File: config.mk
export PLATFORM = sky130hd
export DESIGN_NAME = adc_ctl_status
export DESIGN_NICKNAME = d
export VERILOG_FILES = /design/src/rtl/adcctl_pkg.sv /design/src/rtl/adc_reg_if.sv /design/src/rtl/adc_run_tracker.sv /design/src/rtl/adc_irq_unit.sv /design/src/rtl/adc_ctl_status.sv
export SDC_FILE = /design/constraint.sdc
export NUM_CORES = 1
export LEC_CHECK = 0
export BUFFER_PORTS_ARGS = -buffer_cell sky130_fd_sc_hd__buf_2
export CAP_MARGIN = 10
export CORE_AREA = 2 2 39 41
export CTS_BUF_LIST = sky130_fd_sc_hd__clkbuf_4 sky130_fd_sc_hd__clkbuf_8
export CTS_CLUSTER_SIZE = 24
export DETAILED_ROUTE_END_ITERATION = 8
export DIE_AREA = 0 0 41 43
export PLACE_DENSITY_LB_ADDON = 0.15
export SLEW_MARGIN = 20
export SYNTH_ARGS = -nofsm -noshare
export SYNTH_HDL_FRONTEND = slang
export SYNTH_SLANG_ARGS = --single-unit
File: constraint.sdc
create_clock -name clk -period 1.96 [get_ports clk]
set_input_delay 0.392 -clock clk [delete_from_list [all_inputs] [get_ports clk]]
set_output_delay 0.392 -clock clk [all_outputs]
set_load 0.005 [all_outputs]
File: src/rtl/adcctl_pkg.sv
package adcctl_pkg;

    localparam int unsigned CSR_W     = 3;
    localparam int unsigned NUM_START = 3;

    localparam int unsigned BIT_EN   = 0;
    localparam int unsigned BIT_FLAG = 1;
    localparam int unsigned BIT_RUN  = 2;

    typedef enum logic [1:0] {
        MODE_SINGLE = 2'd0,
        MODE_CONT   = 2'd1,
        MODE_PAUSE  = 2'd2,
        MODE_RSVD   = 2'd3
    } conv_mode_e;

    typedef struct packed {
        logic stop_req;
        logic flag_clr;
        logic en_wr;
        logic en_val;
    } wr_cmd_t;

    typedef struct packed {
        logic start;
        logic done;
        logic set_flag;
        logic svc;
    } evt_t;

    function automatic logic ends_on_done(conv_mode_e m);
        return m == MODE_SINGLE;
    endfunction

endpackage

File: src/rtl/adc_reg_if.sv
module adc_reg_if
    import adcctl_pkg::*;
#(
    parameter int unsigned W = CSR_W
) (
    input  logic         clk,
    input  logic         rst,
    input  logic         wr_en,
    input  logic [W-1:0] wr_data,
    input  logic         rmw,
    input  logic         run_q,
    input  logic         flag_q,
    input  logic         en_q,
    output wr_cmd_t      cmd,
    output logic [W-1:0] rd_data
);

    always_comb begin
        cmd.stop_req = wr_en && !wr_data[BIT_RUN];
        cmd.flag_clr = wr_en && !wr_data[BIT_FLAG];
        cmd.en_wr    = wr_en;
        cmd.en_val   = wr_data[BIT_EN];
    end

    always_comb begin
        rd_data           = '0;
        rd_data[BIT_RUN]  = run_q  | rmw;
        rd_data[BIT_FLAG] = flag_q | rmw;
        rd_data[BIT_EN]   = en_q;
    end

    // read-modify-write hides the write-0-clear flags
    a_r10_rmw_reads_one: assert property (@(posedge clk) disable iff (rst)
        rmw |-> (rd_data[BIT_RUN] && rd_data[BIT_FLAG]));

endmodule

File: src/rtl/adc_run_tracker.sv
module adc_run_tracker
    import adcctl_pkg::*;
(
    input  logic       clk,
    input  logic       rst,
    input  logic       stop_req,
    input  evt_t       evt,
    input  conv_mode_e mode,
    output logic       busy_o,
    output logic       stop_cmd_o
);

    logic busy_q, busy_d;
    logic stop_q;

    always_comb begin
        busy_d = busy_q;
        if (stop_req)
            busy_d = 1'b0;
        else if (evt.start)
            busy_d = 1'b1;
        else if (evt.done && ends_on_done(mode))
            busy_d = 1'b0;
    end

    always_ff @(posedge clk) begin
        if (rst) begin
            busy_q <= 1'b0;
            stop_q <= 1'b0;
        end else begin
            busy_q <= busy_d;
            stop_q <= stop_req;
        end
    end

    assign busy_o     = busy_q;
    assign stop_cmd_o = stop_q;

    a_r1_stop_clears_run: assert property (@(posedge clk) disable iff (rst)
        stop_req |=> (!busy_o && stop_cmd_o));

    a_r11_stop_beats_start: assert property (@(posedge clk) disable iff (rst)
        (stop_req && evt.start) |=> !busy_o);

    a_r3_start_sets_run: assert property (@(posedge clk) disable iff (rst)
        (evt.start && !stop_req) |=> busy_o);

    a_r4_single_self_ends: assert property (@(posedge clk) disable iff (rst)
        (evt.done && mode == MODE_SINGLE && !evt.start && !stop_req) |=> !busy_o);

    a_r5_free_run_holds: assert property (@(posedge clk) disable iff (rst)
        (busy_o && mode != MODE_SINGLE && !stop_req) |=> busy_o);

endmodule

File: src/rtl/adc_irq_unit.sv
module adc_irq_unit
    import adcctl_pkg::*;
(
    input  logic    clk,
    input  logic    rst,
    input  wr_cmd_t cmd,
    input  evt_t    evt,
    output logic    flag_o,
    output logic    en_o,
    output logic    irq_o
);

    logic flag_q, flag_d;
    logic en_q, en_d;
    logic irq_q;

    always_comb begin
        flag_d = flag_q;
        if (evt.set_flag)
            flag_d = 1'b1;
        else if (cmd.flag_clr || evt.svc)
            flag_d = 1'b0;
        en_d = cmd.en_wr ? cmd.en_val : en_q;
    end

    always_ff @(posedge clk) begin
        if (rst) begin
            flag_q <= 1'b0;
            en_q   <= 1'b0;
            irq_q  <= 1'b0;
        end else begin
            flag_q <= flag_d;
            en_q   <= en_d;
            irq_q  <= flag_d & en_d;
        end
    end

    assign flag_o = flag_q;
    assign en_o   = en_q;
    assign irq_o  = irq_q;

    a_r6_done_sets_flag: assert property (@(posedge clk) disable iff (rst)
        evt.set_flag |=> flag_o);

    a_r8_service_clears: assert property (@(posedge clk) disable iff (rst)
        (evt.svc && !evt.set_flag) |=> !flag_o);

    a_r9_irq_needs_both: assert property (@(posedge clk) disable iff (rst)
        irq_o |-> (flag_o && en_o));

    a_r9_irq_when_both: assert property (@(posedge clk) disable iff (rst)
        (flag_o && en_o) |-> irq_o);

endmodule

File: src/rtl/adc_ctl_status.sv
module adc_ctl_status
    import adcctl_pkg::*;
#(
    parameter int unsigned W  = CSR_W,
    parameter int unsigned NS = NUM_START
) (
    input  logic          clk,
    input  logic          rst,
    input  logic          wr_en,
    input  logic [W-1:0]  wr_data,
    input  logic          rmw,
    output logic [W-1:0]  rd_data,
    input  logic [NS-1:0] start_req,
    input  logic          conv_done,
    input  logic          result_stored,
    input  logic [1:0]    mode,
    input  logic          svc_ack,
    output logic          busy,
    output logic          irq,
    output logic          stop_cmd
);

    wr_cmd_t    cmd;
    evt_t       evt;
    conv_mode_e mode_e;
    logic       flag_q, en_q;

    assign mode_e = conv_mode_e'(mode);

    always_comb begin
        evt.start    = |start_req;
        evt.done     = conv_done;
        evt.set_flag = conv_done && result_stored;
        evt.svc      = svc_ack;
    end

    adc_reg_if #(.W(W)) u_reg_if (
        .clk     (clk),
        .rst     (rst),
        .wr_en   (wr_en),
        .wr_data (wr_data),
        .rmw     (rmw),
        .run_q   (busy),
        .flag_q  (flag_q),
        .en_q    (en_q),
        .cmd     (cmd),
        .rd_data (rd_data)
    );

    adc_run_tracker u_run (
        .clk        (clk),
        .rst        (rst),
        .stop_req   (cmd.stop_req),
        .evt        (evt),
        .mode       (mode_e),
        .busy_o     (busy),
        .stop_cmd_o (stop_cmd)
    );

    adc_irq_unit u_irq (
        .clk    (clk),
        .rst    (rst),
        .cmd    (cmd),
        .evt    (evt),
        .flag_o (flag_q),
        .en_o   (en_q),
        .irq_o  (irq)
    );

    // outputs quiet in the cycle after a reset edge
    a_r12_reset_quiet: assert property (@(posedge clk)
        $past(rst) |-> (!busy && !irq && !stop_cmd));

endmodule

==> impl_metrics.toml, run 1 <==
[timing]
slew-limit-headroom = 0.815
final-setup-viol-count = 0
fmax_mhz = 727
worst_slew_pin_slew_ps = 277
slew_viol_final = 0
final.setup_skew_ps = 2.69
rsz0062_at_grt = "false"
final.setup.worst_slack_ps = 584
fin_crit_sh = 0.702
hold_viol = 0
post-route-min-period_ps = 1380
tns_ps = 0

[detailed_routing]
drc = 0
antenna_left = 0
num_vias = 222
first_pass_iters = 1
wirelength_um = 537
viasPerCell = 3.76
drtIter0Drc = 0
post_drt_wl_per_cell_um = 9.10

[clocking]
cts_buffers = 3
postCtsSetupBuffers = 0
clk_path_buf_depth = 2
cts_root_buffer = "clkbuf_4"
cts_resized = 0
worst_skew_pair.late_latency_ps = 240
numClockSinks = 5
cts_tree = "built"
h-tree-depth = 1
cts_hold_buf = 0
clk_pin_slew_ps = 40

[floorplanning]
pin_count = 21
dieHeight_um = 43
die_area_um2 = 1760
die_w_um = 41
rows = 14
start_util = 0.146
core_area_um2 = 1380

[final_layout]
area.growth.synth_to_final_pct = 70.4
final_net_count = 59
drive_gt1_frac = 0.628
antennaDiodeCount = 0

[global_routing]
first_global_vias = 220
overflow = 0
grt_pass1_wl_um = 807
antenna_found_initial = 0
grt_max_degree = 6
grtUsageTotal = 0.0755

[setup_path]
crit_required_ps = 1570
ff2ff_path_depth = 2
r2r_end = "u_run.busy_o"
crit_type = "flip-flop to output pin"
start_kind = "flip-flop"
crit_path_end = "rd_data[2]"
worstReg2RegStart = "u_run.busy_o"
ff2ff_setup_slack_ps = 1140
critical_path_arrival_ps = 980
worstSetupEndpointType = "output pin"
critical_path.max_fanout = 3
crit_start = "u_run.busy_o"

[logic_synthesis]
yosys.area.top_type_share = 0.494
synthesis.area_um2 = 203
synth.distinct_cells = 12
synth_edf_count = 0
synth_cells = 20
ys_top_cells_by_count = "dfxtp_1 (5), nor2_1 (2), nor2b_1 (2), nor3_1 (2), or2_2 (2)"
avgSynthCellArea_um2 = 10.1
synthFlopType = "dfxtp_1"
yosysMostFrequentCell = "dfxtp_1"
synth.yosys.seq_area_share = 0.494
synth_nets = 35
yosys_register_bits = 5
synthArstFlopShare = 0
synth_top_area_cell = "dfxtp_1"
synth_warnings = 0
synth_area_leaders = "dfxtp_1 (49%), a2111oi_2 (7.4%), nor2b_1 (6.2%), or2_2 (6.2%), mux2i_1 (4.9%)"

[power]
p_leak_nw = 0.177
ir_drop_uv = 277
p_total_mw = 0.278
power_density_nw_per_um2 = 806

[run]
maxCapViolCount = 0

[placed_design]
place_hpwl_um = 441
dp_slack_ps = 506
gp_congestion = 0.573
portBuffers = 20

[run_status]
status = "finished, final reports clean"

[worst_hold_path]
min-delay-start = "rst"
hp-class = "input pin to flip-flop"
worst max-delay path, cell delays in order (launching register included):
cell     delay [ps]
dfxtp_1         330
or2_2           290
buf_2           130
registers in the layout, indices dropped and copies added (netlist names):
register / flops
u_irq.en_o: 1
u_irq.flag_o: 1
u_irq.irq_o: 1
u_run.busy_o: 1
u_run.stop_cmd_o: 1
metrics by stage:
stage          std cells  area, um2  utilization  hold WS [ps]
2_1_floorplan         20        203            -           464
3_3_place_gp          55        315        0.228           498
3_5_place_dp          55        315        0.228           503
4_1_cts               59        345        0.250           379
5_1_grt               59        345        0.250           397
6_report              59        345        0.250           379
per-layer routing:
| layer | track usage | vias to the layer above | share of wire |
|---|---|---|---|
| li1 | - | 115 | - |
| met1 | 0.0744 | 90 | 0.43 |
| met2 | 0.0969 | 17 | 0.43 |
| met3 | 0.0628 | 0 | 0.14 |
| met4 | 0.0600 | 0 | 0 |
| met5 | 0 | - | 0 |
kinds of logic (layout without fill, tap and decap cells):
| family | count (synthesis) | count (layout) | synth area share |
|---|---|---|---|
| and+or+nand+nor | 10 | 10 | 0.284 |
| DFF | 5 | 5 | 0.494 |
| AOI/OAI and AO/OA | 2 | 2 | 0.117 |
| buffers and inverters | 2 | 25 | 0.0556 |
| muxes | 1 | 1 | 0.0494 |
power by group:
| group | internal (mW) | switching, mW |
|---|---|---|
| Sequential | 0.107 | 0.00272 |
| Clock | 0.0907 | 0.0418 |
| Combinational | 0.0217 | 0.0139 |
| Total | 0.220 | 0.0584 |
final cells by class:
type	instances	area, um2
clock buffers	4	30.0
well taps	16	20.0
inverters	1	3.75
repair buffers	20	100
multi-input cells	13	91.3
fillers	159	1040
flip-flops and latches	5	100
cells in the final DEF (no fill, tap or decap):
cell	n
dfxtp_1	5
nand2b_1	1
nor3_1	2
a2111oi_2	1
or2_2	2
buf_2	20
inv_1	1
mux2i_1	1
a32oi_1	1
clkbuf_4	4
or3b_1	1
nor2b_1	2
nor2_1	2
worst min path at each step:
stage / to / cells past startpoint / slack (ps)
detailed placement: u_irq.en_o / 2 / 500
floorplan: u_run.stop_cmd_o / 1 / 460
CTS: u_run.stop_cmd_o / 2 / 380
global route: u_run.stop_cmd_o / 2 / 400
global placement: u_irq.en_o / 2 / 500
finish: u_run.stop_cmd_o / 2 / 380
(Power assumes the default switching activity.)
==> inputs of run 2 (changes only) <==
--- a/config.mk
+++ b/config.mk
@@ -5,6 +5,7 @@
 export SDC_FILE = /design/constraint.sdc
 export NUM_CORES = 1
 export LEC_CHECK = 0
+export ABC_AREA = 1
 export BUFFER_PORTS_ARGS = -buffer_cell sky130_fd_sc_hd__buf_2
 export CAP_MARGIN = 10
 export CORE_AREA = 2 2 39 41
==> constraint.sdc (replaced) <==
create_clock -name clk -period 1.4 [get_ports clk]
set_input_delay 0.28 -clock clk [delete_from_list [all_inputs] [get_ports clk]]
set_output_delay 0.28 -clock clk [all_outputs]
set_load 0.005 [all_outputs]
==> run 2 against run 1 <==
Sequential share of layout area fell by 1.0 points. Sequential power rose by 40%. Via count rose by 12%. Critical endpoint unchanged.
==> impl_metrics.toml, run 2 <==
[final_layout]
nFillCells = 170
layout_commonest_cell = "buf_2"
final_net_count = 69
drive_gt1_frac = 0.509
antennaDiodeCount = 0
stdcell_area_um2 = 358
area.growth.synth_to_final_pct = 66.3
layout.cells.most_common_list = "buf_2 (20), nand2_1 (6), inv_1 (6)"

[floorplanning]
core_area_um2 = 1380
dieHeight_um = 43
start_util = 0.156
die_area_um2 = 1760
rows = 14
pin_count = 21
die_w_um = 41

[clocking]
clk_path_buf_depth = 2
cts_buffers = 3
postCtsSetupBuffers = 0
numClockSinks = 5
cts_tree = "built"
clk_pin_slew_ps = 50
cts_root_buffer = "clkbuf_4"
worst_skew_pair.late_latency_ps = 240
h-tree-depth = 1
cts_hold_buf = 0
cts_resized = 0

[logic_synthesis]
yosys.area.top_type_share = 0.465
synth_area_leaders = "dfxtp_1 (47%), inv_1 (10%), nand2_1 (10%), or2_2 (5.8%), nor2_1 (5.2%)"
synth_top_area_cell = "dfxtp_1"
synth_nets = 45
yosys_register_bits = 5
synth.yosys.seq_area_share = 0.465
synth.distinct_cells = 11
synth_cells = 30
synthesis.area_um2 = 215
ys_top_cells_by_count = "inv_1 (6), nand2_1 (6), dfxtp_1 (5)"
synthFlopType = "dfxtp_1"
synthArstFlopShare = 0
synth_edf_count = 0
synth_warnings = 0
avgSynthCellArea_um2 = 7.17

[timing]
hold_viol = 0
fmax_mhz = 811
final-setup-viol-count = 0
slew_viol_final = 0
post-route-min-period_ps = 1230
final.setup_skew_ps = 2.00
rsz0062_at_grt = "false"
slew-limit-headroom = 0.880
tns_ps = 0
worst_slew_pin_slew_ps = 179
fin_crit_sh = 0.881

[worst_hold_path]
whs_path_depth = 2
hp-class = "input pin to flip-flop"

[setup_path]
crit_required_ps = 1120
start_kind = "flip-flop"
worstSetupEndpointType = "output pin"
critical_path_arrival_ps = 950
ff2ff_path_depth = 4
critical_path.max_fanout = 3
worstReg2RegStart = "u_irq.en_o"
r2r_end = "u_irq.irq_o"
crit_path_end = "rd_data[2]"
ff2ff_setup_slack_ps = 730
crit_start = "u_run.busy_o"
crit_type = "flip-flop to output pin"

[run_status]
status = "finished, final reports clean"

[power]
p_total_mw = 0.395
p_leak_nw = 0.209
power_density_nw_per_um2 = 1110
ir_drop_uv = 444

[detailed_routing]
num_vias = 249
first_pass_iters = 1
viasPerCell = 3.61
antenna_left = 0
wirelength_um = 498
drtIter0Drc = 0
drc = 0
post_drt_wl_per_cell_um = 7.22

[run]
maxCapViolCount = 0

[placed_design]
place_hpwl_um = 426
placedInstanceArea_um2 = 328
portBuffers = 20
gp_congestion = 0.591

[global_routing]
overflow = 0
grt_pass1_wl_um = 696
grtUsageTotal = 0.0672
antenna_found_initial = 0
grt_max_degree = 5
first_global_vias = 189
## run 2: area by class of cell
cell class	instances	area, um2	area share
Inverter	6	22.5	0.0629
Timing Repair Buffer	20	100	0.280
Clock buffer	4	30.0	0.0839
Tap cell	16	20.0	0.0559
Sequential cell	5	100	0.280
Multi-Input combinational cell	18	85.1	0.238
## run 2: metrics by stage
| stage | setup slack (ps) | std cells | util | hold slack, ps |
|---|---|---|---|---|
| after floorplan | 520 | 30 | - | 349 |
| after global placement | 362 | 65 | 0.237 | 462 |
| after detailed placement | 362 | 65 | 0.237 | 456 |
| after CTS | 154 | 69 | 0.259 | 195 |
| after global routing | 99.9 | 69 | 0.259 | 191 |
| final | 167 | 69 | 0.259 | 208 |
## run 2: routing by layer
metal / part of all wire / global-route usage / vias up
met5: 0 / 0 / -
met1: 0.44 / 0.0673 / 94
met2: 0.39 / 0.0781 / 16
met4: 0 / 0.0200 / 0
met3: 0.17 / 0.0942 / 0
li1: - / - / 139
## run 2: worst min path at each step
stage | from | endpoint
after global placement | wr_data[2] | u_run.stop_cmd_o
after CTS | wr_data[2] | u_run.stop_cmd_o
after detailed placement | wr_data[2] | u_run.stop_cmd_o
after floorplan | rst | u_irq.flag_o
final | wr_data[2] | u_run.stop_cmd_o
after global routing | wr_data[2] | u_run.stop_cmd_o
## run 2: kinds of logic after synthesis
family	after synthesis	share of synthesized area
AO/OA/AOI/OAI	4	0.110
buffers and inverters	7	0.140
flip-flops	5	0.465
AND/OR/NAND/NOR	14	0.285
## run 2: worst max-delay path, stage by stage (launching register included)
cell	delay, ps
dfxtp_1	310
or2_2	280
buf_2	120
## run 2: report_power, final
group	leakage (nW)	internal [mW]	switching, mW	total (mW)
registers	0.0413	0.151	0.00322	0.154
logic	0.149	0.0300	0.0227	0.0527
clock network	0.0184	0.127	0.0616	0.189
total	0.209	0.308	0.0875	0.395
==> inputs of run 3 (changes only) <==
--- a/config.mk
+++ b/config.mk
@@ -17,4 +17,5 @@
 export SLEW_MARGIN = 20
 export SYNTH_ARGS = -nofsm -noshare
 export SYNTH_HDL_FRONTEND = slang
+export SYNTH_HIERARCHICAL = 1
 export SYNTH_SLANG_ARGS = --single-unit
==> constraint.sdc (replaced) <==
create_clock -name clk -period 1.1 [get_ports clk]
set_input_delay 0.22 -clock clk [delete_from_list [all_inputs] [get_ports clk]]
set_output_delay 0.22 -clock clk [all_outputs]
set_load 0.005 [all_outputs]
==> run 3 against run 2 <==
Routed wire length increased by 4.2%. Flip-flop and latch count did not move. Sequential power is 27% higher. Clock power is 25% higher. Final area grew 7.0%. Die area did not move. Sequential share of layout area shrank 1.8 points. Utilization is 1.8 points higher. Critical path depth up 1. Register-to-register slack got worse by 290 ps. Power increased by 28%. Final cell count increased by 12%. Critical path type unchanged.
==> impl_metrics.toml, run 3 <==
[run_status]
status = "finished, final reports clean"

[global_routing]
grt_pass1_wl_um = 834
grtUsageTotal = 0.0752
antenna_found_initial = 0
overflow = 0
first_global_vias = 264
grt_max_degree = 5

[timing]
worst_slew_pin_slew_ps = 158
slew-limit-headroom = 0.895
tns_ps = 0
holdWs_ps = 176
slew_viol_final = 0
fmax_mhz = 1000
fin_crit_sh = 0.905
rsz0062_at_grt = "false"
final.setup_skew_ps = 0.268
hold_viol = 0
final-setup-viol-count = 0
post-route-min-period_ps = 996

[detailed_routing]
viasPerCell = 3.55
drc = 0
first_pass_iters = 2
drtIter0Drc = 1
post_drt_wl_per_cell_um = 6.74
antenna_left = 0
num_vias = 273
wirelength_um = 519

[floorplanning]
core_area_um2 = 1380
rows = 14
start_util = 0.184
die_w_um = 41
die_area_um2 = 1760
dieHeight_um = 43
pin_count = 21

[logic_synthesis]
yosys_register_bits = 5
yosysMostFrequentCell = "inv_1"
synth_cells = 40
synth_edf_count = 0
ys_top_cells_by_count = "inv_1 (12), nand2_1 (8), nor2_1 (8)"
yosys.area.top_type_share = 0.392
synth.yosys.seq_area_share = 0.392
synthesis.area_um2 = 255
synth_warnings = 6
synthFlopType = "dfxtp_1"
synthArstFlopShare = 0
synth.distinct_cells = 9
avgSynthCellArea_um2 = 6.38
synth_area_leaders = "dfxtp_1 (39%), inv_1 (18%), nand2_1 (12%), nor2_1 (12%), buf_4 (8.8%)"
synth_top_area_cell = "dfxtp_1"
synth_nets = 55

[clocking]
numClockSinks = 5
cts_hold_buf = 0
clk_pin_slew_ps = 40
worst_skew_pair.late_latency_ps = 240
h-tree-depth = 1
cts_buffers = 3
cts_tree = "built"
clk_path_buf_depth = 2
cts_resized = 0
postCtsSetupBuffers = 0
cts_root_buffer = "clkbuf_4"

[final_layout]
layout.cells.most_common_list = "buf_2 (20), inv_1 (12), nand2_1 (8), nor2_1 (8), dfxtp_1 (5)"
layout_commonest_cell = "buf_2"
area.growth.synth_to_final_pct = 50.0
antennaDiodeCount = 0
final_util = 0.277
drive_gt1_frac = 0.410
final_net_count = 77

[setup_path]
ff2ff_path_depth = 4
start_kind = "flip-flop"
crit_buf_inv = 2
worstSetupEndpointType = "output pin"
critical_path.max_fanout = 3
crit_type = "flip-flop to output pin"
critical_path_arrival_ps = 780
worstReg2RegStart = "u_irq/en_o"
cpMaxStageDelayCell = "dfxtp_1"
r2r_end = "u_irq/irq_o"
worst-path-stages = 3
crit_path_end = "rd_data[2]"
crit_start = "u_run/busy_o"
worstPathCellList = "inv_1 -> nand2_1 -> buf_2"
crit_required_ps = 880
max_stage_delay_ps = 340
cp_top_family = "flip-flops"
ff2ff_setup_slack_ps = 440

[run]
maxCapViolCount = 0

[placed_design]
place_hpwl_um = 452
gp_congestion = 0.702
portBuffers = 20

[power]
ir_drop_uv = 420
power_density_nw_per_um2 = 1320
p_leak_nw = 0.245

[worst_hold_path]
whs_path_depth = 2
hp-class = "input pin to flip-flop"
[run 3: where the power goes]
part / total (mW) / switching, mW / leakage [nW] / internal (mW)
sequential: 0.196 / 0.00451 / 0.0413 / 0.192
combinational: 0.0718 / 0.0323 / 0.185 / 0.0396
clock: 0.237 / 0.0751 / 0.0184 / 0.162
total: 0.505 / 0.112 / 0.245 / 0.393
[run 3: cell families after synthesis]
kind of cell	synth area share
buffers and inverters	0.265
AOI/OAI and AO/OA	0.0539
and+or+nand+nor	0.289
DFF	0.392
[run 3: stage by stage]
stage          instance area, um2  setup slack [ps]  total power [mW]  std cells
2_1_floorplan                 255               422             0.240         40
3_3_place_gp                  353               271             0.274         73
3_5_place_dp                  353               267             0.273         73
4_1_cts                       383              88.3             0.518         77
5_1_grt                       383              24.4             0.546         77
6_report                      383               104             0.505         77
[run 3: worst min path at each step]
| stage | startpoint | endpoint | slack (ps) |
|---|---|---|---|
| after floorplan | rst | u_run/stop_cmd_o | 290 |
| after global placement | rst | u_run/stop_cmd_o | 430 |
| after detailed placement | rst | u_run/stop_cmd_o | 430 |
| after CTS | rst | u_run/stop_cmd_o | 170 |
| after global routing | rst | u_run/stop_cmd_o | 180 |
| final | rst | u_run/stop_cmd_o | 180 |
[run 3: final cells by class]
class / instances / area (um2)
clock buffer: 4 / 30.0
fill: 170 / 1000
timing repair buffer: 20 / 100
sequential: 5 / 100
tap: 16 / 20.0
multi-input combinational: 20 / 87.6
inverter: 12 / 45.0
[run 3: metal layers]
layer,part of all wire,GRT usage
met1,0.40,0.0671
met2,0.50,0.113
met3,0.094,0.0314
met4,0,0.0800
met5,0,0
